File: src/rtl/irq_route_pkg.sv
package irq_route_pkg;

  localparam int REG_AW = 4;
  localparam int N_CTL  = 6;  // plane0, plane1, plane2, routing, enable, mask

  // Control register index in the set/clear bank (address = 2*index + clear)
  localparam int CTL_PLANE0 = 0;
  localparam int CTL_PLANE1 = 1;
  localparam int CTL_PLANE2 = 2;
  localparam int CTL_ROUTE  = 3;
  localparam int CTL_ENABLE = 4;
  localparam int CTL_MASK   = 5;

  localparam logic [REG_AW-1:0] ADR_RCAP_CLR = 4'd12;
  localparam logic [REG_AW-1:0] ADR_FCAP_CLR = 4'd13;
  localparam logic [REG_AW-1:0] ADR_PEND0    = 4'd14;
  localparam logic [REG_AW-1:0] ADR_PEND1    = 4'd15;

  typedef enum logic [2:0] {
    TK_OFF,
    TK_RISE,
    TK_FALL,
    TK_HIGH,
    TK_LOW
  } trig_kind_e;

  function automatic trig_kind_e decode_trig(input logic [2:0] code);
    case (code)
      3'b001:  return TK_RISE;
      3'b010:  return TK_FALL;
      3'b101:  return TK_HIGH;
      3'b110:  return TK_LOW;
      default: return TK_OFF;  // 000 and the unused patterns
    endcase
  endfunction

endpackage

File: src/rtl/irq_in_sync.sv
// Two-stage synchroniser plus one history stage for edge detection.
module irq_in_sync #(
  parameter int W = 32
) (
  input  logic         clk,
  input  logic         rst,
  input  logic [W-1:0] raw,
  output logic [W-1:0] cur,
  output logic [W-1:0] prev
);

  logic [W-1:0] meta_q;

  always_ff @(posedge clk) begin
    if (rst) begin
      meta_q <= '0;
      cur    <= '0;
      prev   <= '0;
    end else begin
      meta_q <= raw;
      cur    <= meta_q;
      prev   <= cur;
    end
  end

endmodule

File: src/rtl/irq_w1sc_reg.sv
// Register with separate write-one-to-set and write-one-to-clear strobes.
module irq_w1sc_reg #(
  parameter int W = 32
) (
  input  logic         clk,
  input  logic         rst,
  input  logic         set_stb,
  input  logic         clr_stb,
  input  logic [W-1:0] wdata,
  output logic [W-1:0] q
);

  always_ff @(posedge clk) begin
    if (rst) begin
      q <= '0;
    end else if (set_stb) begin
      q <= q | wdata;
    end else if (clr_stb) begin
      q <= q & ~wdata;
    end
  end

endmodule

File: src/rtl/irq_src_slice.sv
// Per-source trigger evaluation and sticky edge capture.
module irq_src_slice
  import irq_route_pkg::*;
(
  input  logic       clk,
  input  logic       rst,
  input  logic [2:0] code,
  input  logic       cur,
  input  logic       prev,
  input  logic       rise_clr,
  input  logic       fall_clr,
  output logic       active,
  output logic       rise_cap,
  output logic       fall_cap
);

  trig_kind_e kind;
  logic       rise_seen;
  logic       fall_seen;

  always_comb begin
    kind      = decode_trig(code);
    rise_seen = (kind == TK_RISE) && cur && !prev;
    fall_seen = (kind == TK_FALL) && !cur && prev;
  end

  always_ff @(posedge clk) begin
    if (rst) begin
      rise_cap <= 1'b0;
      fall_cap <= 1'b0;
    end else begin
      rise_cap <= (rise_cap && !rise_clr) || rise_seen;
      fall_cap <= (fall_cap && !fall_clr) || fall_seen;
    end
  end

  always_comb begin
    case (kind)
      TK_RISE: active = rise_cap;
      TK_FALL: active = fall_cap;
      TK_HIGH: active = cur;
      TK_LOW:  active = !cur;
      default: active = 1'b0;
    endcase
  end

endmodule

File: src/rtl/irq_route_ctl.sv
module irq_route_ctl
  import irq_route_pkg::*;
#(
  parameter int N_SRC = 32
) (
  input  logic              clk,
  input  logic              rst,
  input  logic [REG_AW-1:0] bus_addr,
  input  logic [N_SRC-1:0]  bus_wdata,
  input  logic              bus_we,
  output logic [N_SRC-1:0]  bus_rdata,
  input  logic [N_SRC-1:0]  irq_in,
  output logic              req0,
  output logic              req1
);

  localparam int IDX_W = REG_AW - 1;

  logic [N_CTL-1:0][N_SRC-1:0] ctl_q;
  logic [N_SRC-1:0] cfg0_q, cfg1_q, cfg2_q, route_q, en_q, mask_q;
  logic [N_SRC-1:0] sync_cur, sync_prev;
  logic [N_SRC-1:0] active, rise_cap, fall_cap;
  logic [N_SRC-1:0] contrib, pend0_next, pend1_next;
  logic [N_SRC-1:0] pend0_q, pend1_q;
  logic             rclr_stb, fclr_stb;

  // Set/clear control bank
  for (genvar k = 0; k < N_CTL; k++) begin : g_ctl
    localparam logic [REG_AW-1:0] A_SET = REG_AW'(2 * k);
    localparam logic [REG_AW-1:0] A_CLR = REG_AW'(2 * k + 1);
    irq_w1sc_reg #(.W(N_SRC)) u_reg (
      .clk     (clk),
      .rst     (rst),
      .set_stb (bus_we && (bus_addr == A_SET)),
      .clr_stb (bus_we && (bus_addr == A_CLR)),
      .wdata   (bus_wdata),
      .q       (ctl_q[k])
    );
  end

  assign cfg0_q  = ctl_q[CTL_PLANE0];
  assign cfg1_q  = ctl_q[CTL_PLANE1];
  assign cfg2_q  = ctl_q[CTL_PLANE2];
  assign route_q = ctl_q[CTL_ROUTE];
  assign en_q    = ctl_q[CTL_ENABLE];
  assign mask_q  = ctl_q[CTL_MASK];

  assign rclr_stb = bus_we && (bus_addr == ADR_RCAP_CLR);
  assign fclr_stb = bus_we && (bus_addr == ADR_FCAP_CLR);

  irq_in_sync #(.W(N_SRC)) u_sync (
    .clk  (clk),
    .rst  (rst),
    .raw  (irq_in),
    .cur  (sync_cur),
    .prev (sync_prev)
  );

  for (genvar i = 0; i < N_SRC; i++) begin : g_src
    irq_src_slice u_slice (
      .clk      (clk),
      .rst      (rst),
      .code     ({cfg2_q[i], cfg1_q[i], cfg0_q[i]}),
      .cur      (sync_cur[i]),
      .prev     (sync_prev[i]),
      .rise_clr (rclr_stb && bus_wdata[i]),
      .fall_clr (fclr_stb && bus_wdata[i]),
      .active   (active[i]),
      .rise_cap (rise_cap[i]),
      .fall_cap (fall_cap[i])
    );
  end

  // Gating and routing
  always_comb begin
    contrib    = active & en_q & mask_q;
    pend0_next = contrib & route_q;
    pend1_next = contrib & ~route_q;
  end

  always_ff @(posedge clk) begin
    if (rst) begin
      pend0_q <= '0;
      pend1_q <= '0;
      req0    <= 1'b0;
      req1    <= 1'b0;
    end else begin
      pend0_q <= pend0_next;
      pend1_q <= pend1_next;
      req0    <= |pend0_next;
      req1    <= |pend1_next;
    end
  end

  // Registered read port
  logic [IDX_W-1:0] rd_idx;
  logic [N_SRC-1:0] rd_next;

  assign rd_idx = bus_addr[REG_AW-1:1];

  always_comb begin
    case (bus_addr)
      ADR_RCAP_CLR: rd_next = rise_cap;
      ADR_FCAP_CLR: rd_next = fall_cap;
      ADR_PEND0:    rd_next = pend0_q;
      ADR_PEND1:    rd_next = pend1_q;
      default: begin
        if (int'(rd_idx) < N_CTL) rd_next = ctl_q[rd_idx];
        else                      rd_next = '0;
      end
    endcase
  end

  always_ff @(posedge clk) begin
    if (rst) bus_rdata <= '0;
    else     bus_rdata <= rd_next;
  end

endmodule

File: config.mk
export PLATFORM = sky130hd
export DESIGN_NAME = irq_route_ctl
export DESIGN_NICKNAME = d
export VERILOG_FILES = /design/src/rtl/irq_route_pkg.sv /design/src/rtl/irq_in_sync.sv /design/src/rtl/irq_w1sc_reg.sv /design/src/rtl/irq_src_slice.sv /design/src/rtl/irq_route_ctl.sv
export SDC_FILE = /design/constraint.sdc
export NUM_CORES = 1
export LEC_CHECK = 0
export BUFFER_PORTS_ARGS = -buffer_cell sky130_fd_sc_hd__buf_2
export CORE_UTILIZATION = 62
export DETAILED_ROUTE_END_ITERATION = 10
export PLACE_DENSITY = 0.81
export SYNTH_ARGS = -nofsm -noshare
export SYNTH_HDL_FRONTEND = slang
export SYNTH_HIERARCHICAL = 1
export SYNTH_SLANG_ARGS = --single-unit
File: constraint.sdc
create_clock -name clk -period 2.9 [get_ports clk]
set_clock_uncertainty 0.15 [all_clocks]
set_input_delay 0.58 -clock clk [delete_from_list [all_inputs] [get_ports clk]]
set_output_delay 0.58 -clock clk [all_outputs]
set_load 0.02 [all_outputs]
==> results of run 1 <==
==> final cells by class <==
cell class | instances | area, um2
multi-input combinational | 1577 | 12000
tap | 455 | 569
clock inverter | 15 | 175
fill | 2549 | 10100
clock buffer | 68 | 1380
antenna | 2 | 5.00
inverter | 38 | 143
timing repair buffer | 184 | 1290
sequential | 450 | 9010
==> final timing paths <==
kind / slack, ns / end / cells after the start / from
max reg2reg: 0.46 / req1 / 6 / register
min: 0.06 / u_sync/meta_q[13] / 2 / irq_in[13]
max: 0.46 / req1 / 6 / register
min reg2reg: 0.28 / u_sync/cur[9] / 1 / u_sync/meta_q[9]
==> through the flow <==
step | instances | hold slack (ns) | utilization [%] | power, W
6_report | 2789 | 0.0556 | 70.9 | 0.0134
5_1_grt | 2788 | 0.0682 | 70.8 | 0.0137
4_1_cts | 2787 | 0.0455 | 70.8 | 0.0134
3_5_place_dp | 2704 | 0.274 | 66.4 | 0.00736
3_3_place_gp | 2704 | 0.267 | 66.4 | 0.00734
2_1_floorplan | 2189 | 0.264 | - | 0.00699
==> logic make-up (layout without fill, tap and decap cells) <==
family                 after synthesis  in the layout  share of synthesized area [%]
buffers and inverters              162            305                           4.36
flip-flops                         450            450                           41.1
multiplexers                       115            115                           8.99
other                                0              2                              0
AO/OA/AOI/OAI                      595            595                           23.4
AND/OR/NAND/NOR                    867            867                           22.2
==> power by group <==
group,switching [W],internal (W),total [W]
combinational,0.000577,0.000304,0.000881
sequential,0.0000812,0.00629,0.00637
clock,0.00249,0.00364,0.00613
total,0.00315,0.0102,0.0134
==> synthesized netlist by cell type, types with 51 or more instances <==
library cell | n | area, um2
sky130_fd_sc_hd__mux2i_1 | 51 | 510
sky130_fd_sc_hd__mux4_2 | 59 | 1330
sky130_fd_sc_hd__nor2b_1 | 160 | 1000
sky130_fd_sc_hd__a21oi_2 | 168 | 1470
sky130_fd_sc_hd__a21bo_1 | 174 | 1740
sky130_fd_sc_hd__dfxtp_1 | 450 | 9010
sky130_fd_sc_hd__nand2_1 | 226 | 848
sky130_fd_sc_hd__and2_1 | 88 | 551
sky130_fd_sc_hd__buf_2 | 53 | 265
sky130_fd_sc_hd__nor2_1 | 72 | 270
sky130_fd_sc_hd__nor3b_1 | 122 | 916
sky130_fd_sc_hd__nor3_1 | 56 | 280
==> per-layer routing <==
| metal | global-route usage (%) | vias to the layer above | share of wire, % | wire length, um |
|---|---|---|---|---|
| met4 | 18.4 | 0 | 5.0 | 3060 |
| met5 | 0 | - | 0 | 0 |
| met3 | 6.03 | 193 | 8.4 | 5140 |
| met1 | 43.7 | 8639 | 41 | 25000 |
| met2 | 53.6 | 818 | 46 | 27800 |
| li1 | - | 8105 | - | - |
==> critical path: cells and delay by family, from the launching register on <==
kind | cells | cell delay, ns
DFF | 1 | 0.42
and+or+nand+nor | 3 | 0.84
AOI/OAI and AO/OA | 2 | 0.39
muxes | 1 | 0.51
==> impl_metrics.ini, run 1 <==
[floorplan]
die_width_um = 190
design.core.area_um2 = 34700
start_util_pct = 63.2
row_count = 68
die-area_um2 = 36100
die_h_um = 190
num_io_pins = 105

[worst_setup_path]
cp-end-kind = register
critical_path_peak_fanout = 6
critical-path-slowest-cell = sky130_fd_sc_hd__mux4_2
worstPathCellList = and2b_1, mux4_2, nand4b_1, o2111ai_1, nor4_1, a31oi_1
critPathArrivalTime_ns = 2.74
worst_setup_path_start_kind = register
criticalPathCategory = reg2reg
wp_data_required_ns = 3.20
critical-path-max-stage-delay_ns = 0.51

[yosys]
yosys_warnings = 6
register_bit_total_from_synthesis = 450
synth_edf_count = 0
syn_inst = 2189
postSynth.topFlopCell = sky130_fd_sc_hd__dfxtp_1
synth_sequential_area_ratio_pct = 41.1
synth_cell_types = 48
synthesis.nets = 2260
postSynthAreaPerCell_um2 = 10.0
netlist_area_um2 = 21900
ys_async_sr_fraction_pct = 0

[sta]
layout_setup_ws_ns = 0.456
fin_setup_tns_ns = 0
timing.max_slew.rel_slack_pct = 53.3
timing.fmax_mhz = 409
layout_worst_path_cycle_share_pct = 84.3
slew_of_the_pin_with_the_lowest_slew_margin_ns = 0.701
finalSetupViolations = 0
post-route-min-period_ns = 2.44
rsz0062_at_grt = no
timing.final.max_slew_violations = 0
timing.final.hold_violations = 0

[power]
pleak_nw = 9.53
power-per-cell-area_nw_per_um2 = 544
irDropWorstVdd_mv = 0.537

[drt]
dr_total_vias = 17755
detail-route-antenna-nets = 0
route.detailed.wl_per_inst_um = 21.9
drt_drc_violations_left = 0
routed_wirelength_um = 61000
dr.first_iter.drc_count = 1569
drt_pass1_iterations = 6
routed_via_density = 6.37

[global_route]
track_usage_pct = 33.8
grt_pass1_vias = 17566
grt_remaining_overflow = 0
grt_max_degree = 82
antenna_found_initial = 1
grt_pass1_wl_um = 95900

[clock_tree]
postCtsHoldBufs = 0
ctsRootBufferMaster = sky130_fd_sc_hd__clkbuf_16
cts_tree = built
cts_resized = 0
tritoncts.num_buffers = 47
largest_buffer_count_on_any_clock_path = 3
clkTransAtPathRegs_ns = 0.06
cts_sinks = 450
h-tree-depth = 2
postCtsSetupRepairBufs = 0
clock_latency_reported_for_the_late_side_of_the_worst_skew_pair_ns = 0.58

[layout]
post_route_cells_drive_above_1_share_pct = 24.1
most_used_cells_in_the_layout_excluding_fill_and_tap_cells = sky130_fd_sc_hd__dfxtp_1 (450), sky130_fd_sc_hd__nand2_1 (226), sky130_fd_sc_hd__a21bo_1 (174)
final_common_cell = sky130_fd_sc_hd__dfxtp_1
area.growth.synth_to_final_pct = 12.1
fin_nets = 2369
finalInstanceArea_um2 = 24600

[place]
hpwlAfterDp_um = 40000
gp_congestion = 0.908
place.port_buffers = 104
placed_area_um2 = 23000
pre_cts_ws_ns = 0.399

[hold_path]
hp-class = in2reg

[run]
cap_viol_max_count = 0

[run_status]
outcome = complete, no violations
No activity file was read; power rests on OpenSTA's default activity.
==> run 2, diff against run 1 <==
==> constraint.sdc (replaced) <==
create_clock -name clk -period 2.25 [get_ports clk]
set_clock_uncertainty 0.15 [all_clocks]
set_input_delay 0.45 -clock clk [delete_from_list [all_inputs] [get_ports clk]]
set_output_delay 0.45 -clock clk [all_outputs]
set_load 0.02 [all_outputs]
==> impl_metrics.ini, run 2 (synthesized netlist as in run 1, its figures left out) <==
[power]
net-switching-power_w = 0.00403
seq_power_share_pct = 48.5
clkPwrFrac_pct = 44.3
total_power_w = 0.0169
irDropWorstVdd_mv = 0.764
intPower_w = 0.0129
pleak_nw = 10.0
power.switching_fraction_pct = 23.8
comb_power_share_pct = 7.3
power-per-cell-area_nw_per_um2 = 662

[drt]
detail-route-antenna-nets = 0
drt_drc_violations_left = 0
dr_total_vias = 18241
drt_pass1_iterations = 6
routed_wirelength_um = 62500
dr.first_iter.drc_count = 1634
route.detailed.wl_per_inst_um = 21.7
routed_via_density = 6.32

[clock_tree]
clock_latency_reported_for_the_late_side_of_the_worst_skew_pair_ns = 0.58
tritoncts.num_buffers = 46
largest_buffer_count_on_any_clock_path = 3
cts_sinks = 450
ctsRootBufferMaster = sky130_fd_sc_hd__clkbuf_16
h-tree-depth = 2
clkTransAtPathRegs_ns = 0.06
cts_tree = built

[floorplan]
row_count = 68
die_h_um = 190
num_io_pins = 105
design.core.area_um2 = 34700
start_util_pct = 63.2
die-area_um2 = 36100
die_width_um = 190

[worst_setup_path]
critPathArrivalTime_ns = 2.56
regToRegEndpoint = req1
setup_crit_end = req1
worstPathCellList = and2b_1, mux4_2, nand4b_1, o2111ai_2, nor4_2, a31oi_1
critical-path-max-stage-delay_ns = 0.48
critical-path-slowest-cell = sky130_fd_sc_hd__mux4_2
worst-r2r-cell-count = 6
worst_setup_path_start_kind = register
cp-end-kind = register
wp_data_required_ns = 2.56
criticalPathCategory = reg2reg
slack_of_the_worst_reg_to_reg_path_ns = -0.007
critical_path_peak_fanout = 6

[sta]
layout_worst_path_cycle_share_pct = 100
post-route-min-period_ns = 2.26
timing.final.max_slew_violations = 0
worst_hold_margin_ns = 0.0286
timing.max_slew.rel_slack_pct = 70.7
layout_setup_ws_ns = -0.00668
timing.fmax_mhz = 443
slew_of_the_pin_with_the_lowest_slew_margin_ns = 0.437
finalSetupViolations = 1
timing.final.hold_violations = 0

[layout]
area.growth.synth_to_final_pct = 16.6
final_core_utilization_pct = 73.7
fin_nets = 2469
finalInstanceArea_um2 = 25600
final_common_cell = sky130_fd_sc_hd__dfxtp_1
fillerInstances = 2418
most_used_cells_in_the_layout_excluding_fill_and_tap_cells = sky130_fd_sc_hd__dfxtp_1 (441), sky130_fd_sc_hd__nand2_1 (226), sky130_fd_sc_hd__a21bo_1 (174)
post_route_cells_drive_above_1_share_pct = 26.7

[place]
placed_area_um2 = 23700
hpwlAfterDp_um = 41000
gp_congestion = 0.898
place.port_buffers = 104
pre_cts_ws_ns = -0.0895

[run_status]
violated_checks = negative setup slack
outcome = finished with violations

[global_route]
grt_remaining_overflow = 0
track_usage_pct = 34.6
grt_pass1_wl_um = 98300
grt_max_degree = 77
grt_pass1_vias = 18208
antenna_found_initial = 2

[run]
cap_viol_max_count = 0

[hold_path]
hp-class = in2reg
## run 2: worst max-delay path, delay by kind of cell, from the launching register on
family          cells  cell delay, ns
mux                 1            0.48
flops               1            0.38
simple gates        3            0.78
compound gates      2            0.34
## run 2: layout make-up
cell class                 count  area, um2  share of cell area (%)
multi-input combinational   1577      12100                    47.3
sequential                   450       9020                    35.3
timing repair buffer         285       2280                    8.90
clock buffer                  69       1380                    5.40
tap                          455        569                    2.23
inverter                      38        143                   0.558
clock inverter                11       80.1                   0.313
antenna                        1       2.50                 0.00978
## run 2: worst min-delay path by stage
stage	start	endpoint	slack, ns	depth (start not counted)
finish	rst	register	0.03	2
global route	rst	register	0.02	2
CTS	rst	register	0.001	2
detailed placement	u_sync/meta_q[9]	u_sync/cur[9]	0.27	1
global placement	u_sync/meta_q[23]	u_sync/cur[23]	0.27	1
floorplan	u_sync/meta_q[0]	u_sync/cur[0]	0.26	1
## run 2: per-layer routing
layer | GRT usage (%) | wire (um) | vias to the layer above
met5 | 0 | 0 | -
met4 | 16.4 | 2530 | 0
met3 | 5.77 | 4910 | 184
met2 | 56.4 | 29400 | 819
met1 | 44.7 | 25700 | 8948
li1 | - | - | 8290
## run 2: timing repair
item,4_1_cts,5_1_grt
endpoints found under the hold margin,32,0
gates resized for setup,5,17
endpoints found under the setup margin,2,2
pin swaps,3,3
hold buffers,32,0
buffers inserted,2,0
## run 2: power by group through the flow
stage          registers [W]  logic, W  clock network, W
5_1_grt              0.00821   0.00130           0.00791
6_report             0.00821   0.00123           0.00750
3_3_place_gp         0.00837   0.00113                 0
4_1_cts              0.00820   0.00121           0.00754
2_1_floorplan        0.00838  0.000628                 0
3_5_place_dp         0.00837   0.00116                 0
## run 2: through the flow
stage                     std cells  setup TNS, ns
after floorplan                2189              0
after global placement         2771        -0.0841
after detailed placement       2771         -0.176
after CTS                      2885              0
after global routing           2886        -0.0255
final                          2886       -0.00668
